===== src/rtl/xfl_pkg.sv =====
package xfl_pkg;
    // Control code that opens a sequence ordered set (K28.4)
    localparam logic [7:0] SEQ_K_CODE  = 8'h9C;
    // Lane 3 payload of a local-fault sequence (D1.0)
    localparam logic [7:0] LOCAL_FAULT = 8'h01;
    // Filler byte on middle lanes (D0.0)
    localparam logic [7:0] SEQ_FILL    = 8'h00;
endpackage


===== src/rtl/xfl_health.sv =====
module xfl_health #(
    parameter int NUM_LANES = 4
) (
    input  logic                 clk,
    input  logic                 rst_n,
    input  logic                 xaui_en,
    input  logic [NUM_LANES-1:0] sig_det,
    input  logic [NUM_LANES-1:0] comma_ok,
    input  logic                 deskew_done,
    output logic                 en_q,
    output logic                 fault
);
    typedef struct packed {
        logic                 en;
        logic [NUM_LANES-1:0] sig;
        logic [NUM_LANES-1:0] comma;
        logic                 desk;
    } hstate_t;

    hstate_t st_d, st_q;

    always_comb begin
        st_d       = st_q;
        st_d.en    = xaui_en;
        st_d.sig   = sig_det;
        st_d.comma = comma_ok;
        st_d.desk  = deskew_done;
    end

    always_ff @(posedge clk or negedge rst_n) begin
        if (!rst_n) st_q <= '0;
        else        st_q <= st_d;
    end

    assign en_q  = st_q.en;
    // Any lane without signal, any lane without comma lock, or lanes not aligned
    assign fault = !(&st_q.sig) || !(&st_q.comma) || !st_q.desk;
endmodule


===== src/rtl/xfl_seq_match.sv =====
module xfl_seq_match #(
    parameter int NUM_LANES = 4,
    localparam int DW = 8 * NUM_LANES
) (
    input  logic [DW-1:0]        col_data,
    input  logic [NUM_LANES-1:0] col_ctrl,
    output logic                 is_seq
);
    import xfl_pkg::*;
    localparam logic [NUM_LANES-1:0] LANE0_ONLY = NUM_LANES'(1);

    assign is_seq = (col_data[7:0] == SEQ_K_CODE) && (col_ctrl == LANE0_ONLY);
endmodule


===== src/rtl/xfl_fault_gen.sv =====
module xfl_fault_gen #(
    parameter int NUM_LANES = 4,
    localparam int DW = 8 * NUM_LANES
) (
    input  logic                 clk,
    input  logic                 rst_n,
    input  logic                 xaui_en,
    input  logic [NUM_LANES-1:0] sig_det,
    input  logic [NUM_LANES-1:0] comma_ok,
    input  logic                 deskew_done,
    input  logic [DW-1:0]        rx_data,
    input  logic [NUM_LANES-1:0] rx_ctrl,
    output logic [DW-1:0]        tx_data,
    output logic [NUM_LANES-1:0] tx_ctrl,
    output logic                 seq_flag
);
    import xfl_pkg::*;

    typedef struct packed {
        logic [DW-1:0]        cap_data;
        logic [NUM_LANES-1:0] cap_ctrl;
        logic [DW-1:0]        out_data;
        logic [NUM_LANES-1:0] out_ctrl;
        logic                 out_seq;
    } pstate_t;

    pstate_t st_d, st_q;
    logic en_q, fault, seq_hit;
    logic [DW-1:0]        lf_data;
    logic [NUM_LANES-1:0] lf_ctrl;

    xfl_health #(.NUM_LANES(NUM_LANES)) u_health (
        .clk(clk), .rst_n(rst_n), .xaui_en(xaui_en), .sig_det(sig_det),
        .comma_ok(comma_ok), .deskew_done(deskew_done),
        .en_q(en_q), .fault(fault)
    );

    xfl_seq_match #(.NUM_LANES(NUM_LANES)) u_match (
        .col_data(st_q.cap_data), .col_ctrl(st_q.cap_ctrl), .is_seq(seq_hit)
    );

    // Local-fault column, built lane by lane
    for (genvar i = 0; i < NUM_LANES; i++) begin : g_lf
        if (i == 0) begin : g_head
            assign lf_data[8*i +: 8] = SEQ_K_CODE;
            assign lf_ctrl[i]        = 1'b1;
        end else if (i == NUM_LANES - 1) begin : g_tail
            assign lf_data[8*i +: 8] = LOCAL_FAULT;
            assign lf_ctrl[i]        = 1'b0;
        end else begin : g_mid
            assign lf_data[8*i +: 8] = SEQ_FILL;
            assign lf_ctrl[i]        = 1'b0;
        end
    end

    always_comb begin
        st_d          = st_q;
        st_d.cap_data = rx_data;
        st_d.cap_ctrl = rx_ctrl;
        if (en_q && fault) begin
            st_d.out_data = lf_data;
            st_d.out_ctrl = lf_ctrl;
            st_d.out_seq  = 1'b1;
        end else begin
            st_d.out_data = st_q.cap_data;
            st_d.out_ctrl = st_q.cap_ctrl;
            st_d.out_seq  = en_q && seq_hit;
        end
    end

    always_ff @(posedge clk or negedge rst_n) begin
        if (!rst_n) st_q <= '0;
        else        st_q <= st_d;
    end

    assign tx_data  = st_q.out_data;
    assign tx_ctrl  = st_q.out_ctrl;
    assign seq_flag = st_q.out_seq;
endmodule


===== config.mk =====
export PLATFORM = sky130hd
export DESIGN_NAME = xfl_fault_gen
export DESIGN_NICKNAME = d
export VERILOG_FILES = /design/src/rtl/xfl_pkg.sv /design/src/rtl/xfl_health.sv /design/src/rtl/xfl_seq_match.sv /design/src/rtl/xfl_fault_gen.sv
export SDC_FILE = /design/constraint.sdc
export NUM_CORES = 1
export LEC_CHECK = 0
export BUFFER_PORTS_ARGS = -buffer_cell sky130_fd_sc_hd__buf_4
export CAP_MARGIN = 20
export CORE_ASPECT_RATIO = 2
export CORE_MARGIN = 2
export CORE_UTILIZATION = 25
export CTS_CLUSTER_DIAMETER = 30
export DETAILED_ROUTE_END_ITERATION = 8
export GPL_TIMING_DRIVEN = 0
export PLACE_DENSITY = 0.5
export SYNTH_ARGS = -nofsm -noshare
export SYNTH_HDL_FRONTEND = slang
export SYNTH_SLANG_ARGS = --single-unit

===== constraint.sdc =====
create_clock -name clk -period 1.54 [get_ports clk]
set_clock_uncertainty 0.15 [all_clocks]
set_input_delay 0.231 -clock clk [delete_from_list [all_inputs] [get_ports clk]]
set_output_delay 0.231 -clock clk [all_outputs]
set_load 0.1 [all_outputs]

==> flow_metrics.env <==
export IMPL_crit_buf_inv=1
export IMPL_drcViolationCount=0
export IMPL_ant_nets=0
export IMPL_fmax_ghz=0.690
export IMPL_dp_hpwl_mm=3.44
export IMPL_final_layout_size_suffix_gt1_share_pct=50.5
export IMPL_drt_iter0_markers=70
export IMPL_fp_dieW_um=77.4
export IMPL_start_util_pct=25.7
export IMPL_synthTopCellsByCount="83 x dfrtp_1, 36 x buf_4, 17 x and2_2"
export IMPL_n_antenna_cell=0
export IMPL_p_int_mw=4.08
export IMPL_antenna_found_initial=0
export IMPL_peakVddDrop_uv=696
export IMPL_r2r_cells=4
export IMPL_critPathSlowestCell="dfrtp_1"
export IMPL_fp_dieArea_sq_um=11700
export IMPL_wl_per_cell_um=11.2
export IMPL_synth_avg_cell_area_sq_um=15.9
export IMPL_p_sw_mw=1.37
export IMPL_gr_usage_all_layers_pct=9.45
export IMPL_max_slew_margin_rel_pct=77.6
export IMPL_tightest_slew_ns=0.336
export IMPL_cts_buffer_depth=2
export IMPL_placementRows=53
export IMPL_ys_flop_type="dfrtp_1"
export IMPL_rsz0062_at_grt="true"
export IMPL_pre_cts_slack_ns=-0.0999
export IMPL_place_area_sq_um=3500
export IMPL_multi_input_area_sq_um=337
export IMPL_syn_to_final_growth_pct=61.3
export IMPL_netlist_top_cells_area="dfrtp_1 77%, buf_4 10%, and2_2 4.7%"
export IMPL_hold_slack_ns=0.168
export IMPL_yosysSeqAreaShare_pct=77.1
export IMPL_cap_violations=0
export IMPL_setup_tns_ns=0
export IMPL_fp_coreArea_sq_um=10500
export IMPL_worst_endpoint_arrival_ns=1.51
export IMPL_ys_ff_latch=83
export IMPL_grt_pass1_vias=1685
export IMPL_hold_path_class="in2async"
export IMPL_cp_cell_sequence="nand4_2, o31ai_4, buf_4, or2b_1"
export IMPL_fin_crit_ns=1.45
export IMPL_cellLeakagePower_nw=2.11
export IMPL_async_reset_ff_share_pct=100
export IMPL_path_clk_slew_ns=0.06
export IMPL_gp_congestion=0.691
export IMPL_crit_family="simple AND/OR/NAND/NOR gates"
export IMPL_synth_area_sq_um=2690
export IMPL_drtPass1Iterations=2
export IMPL_critical_path_required_ns=1.60
export IMPL_worstSetupPathType="reg2reg"
export IMPL_dr_total_vias=1618
export IMPL_setup_ws_ns=0.0901
export IMPL_hold_viol_final=0
export IMPL_slowest_delay_ns=0.34
export IMPL_nNetsFinal=362
export IMPL_clk_latency_ns=0.32
export IMPL_timing_final_crit_share_pct=94.1
export IMPL_worstSetupEndpointType="flip-flop"
export IMPL_synth_most_common_cell="dfrtp_1"
export IMPL_cts_tree="yes"
export IMPL_portBuffers=84
export IMPL_yosysTopAreaCellShare_pct=77.1
export IMPL_regArea_sq_um=2080
export IMPL_ys_types=14
export IMPL_cp_depth=4
export IMPL_status="finished clean"
export IMPL_fillers=1009
export IMPL_root_buffer="clkbuf_16"
export IMPL_globalRouteOverflowTotal=0
export IMPL_fin_area_sq_um=4340
export IMPL_clock_sinks=83
export IMPL_drt_total_wl_mm=5.10
export IMPL_maxSlewViolCount=0
export IMPL_synth_edf_count=0
export IMPL_grt_pass1_wl_mm=8.09
export IMPL_ios=85
export IMPL_h_tree_depth=3
export IMPL_setup_violations=0
export IMPL_syn_nets=217
export IMPL_pwr_share_seq_pct=42.6
export IMPL_die_height_um=151
export IMPL_drt_vias_per_instance=3.55
export IMPL_cts_buffers=9
export IMPL_cp_max_fo=7
export IMPL_powerDensity_nw_per_um2=1250
export IMPL_synthCells=169
export IMPL_combPwrFrac_pct=15.4
export IMPL_p_clk_share_pct=42.0
export IMPL_grt_max_degree=84
export IMPL_synth_area_leader_cell="dfrtp_1"
export IMPL_yosysWarnings=0
export IMPL_start_kind="flip-flop"
export IMPL_swShare_pct=25.1
-- cell type report --
type,instances,area share [%]
Tap cell,137,3.95
Multi-Input combinational cell,47,7.75
Timing Repair Buffer,134,26.3
Sequential cell,83,47.8
Buffer,39,6.62
Clock inverter,5,1.96
Clock buffer,11,5.59
-- state kept, by name, summed over array words and instances, names as in the netlist --
signal	count
u_health.en_q	1
u_health.st_q	9
tx_ctrl	4
tx_data	32
seq_flag	1
st_q	36
-- layout by cell type, fill, tap and decap left out --
cell and n:
buf_4 122, dfrtp_1 83, dlygate4sd3_1 47, and2_2 17, and2_1 13, clkbuf_16 9, or2b_1 6, nand2_1 2
buf_2 2, nor2_1 2, bufinv_16 2, nand4_2 1, nand3_2 1, o31ai_4 1, clkbuf_4 1, nand3_1 1
nor3_1 1, nand4_1 1, o31ai_1 1, clkinvlp_4 1, clkbuf_8 1, inv_6 1, clkbuf_1 1, clkinv_4 1
buf_16 1
-- metal layers --
metal / vias to the layer above / track usage (%) / routed length, um
met5: - / 0 / 0
met4: 0 / 6.34 / 181
met3: 8 / 2.44 / 203
met2: 44 / 16.5 / 2950
met1: 791 / 9.86 / 1770
li1: 775 / - / -
-- cell families (layout without fill, tap and decap cells) --
kind of cell,count (synthesis),in the layout,share of synthesized area (%)
buffers and inverters,39,189,10.6
and+or+nand+nor,45,45,11.2
DFF,83,83,77.1
AOI/OAI and AO/OA,2,2,1.07
-- power by group through the flow --
stage	registers, mW	clock network (mW)	logic (mW)
3_5_place_dp	2.36	0	0.740
4_1_cts	2.32	2.36	0.842
6_report	2.32	2.29	0.839
2_1_floorplan	2.36	0	0.498
3_3_place_gp	2.36	0	0.734
5_1_grt	2.33	2.44	0.885
-- through the flow --
stage | power, mW | instances | utilization, %
2_1_floorplan | 2.86 | 169 | -
3_3_place_gp | 3.09 | 390 | 33.4
3_5_place_dp | 3.10 | 390 | 33.4
4_1_cts | 5.52 | 455 | 41.1
5_1_grt | 5.66 | 456 | 41.5
6_report | 5.45 | 456 | 41.5
-- final timing paths --
path | start | end | slack (ns)
max in group asynchronous | rst_n | tx_data[1] | 0.47
hold / removal | rst_n | st_q[54] | 0.17
min in group clk | st_q[65] | tx_data[24] | 0.28
setup reg to reg | u_health.st_q[5] | tx_data[7] | 0.09
setup / recovery | u_health.st_q[5] | tx_data[7] | 0.09
hold reg to reg | st_q[65] | tx_data[24] | 0.28
-- timing repair --
action                                  in CTS  in global routing
setup buffers                                2                  0
pin swaps                                    1                  0
resized for setup                            0                  5
endpoints found under the setup margin      30                 33
hold buffers                                47                  0
hold endpoints to repair                   129                  0
Power figures use the tool's default switching activity.
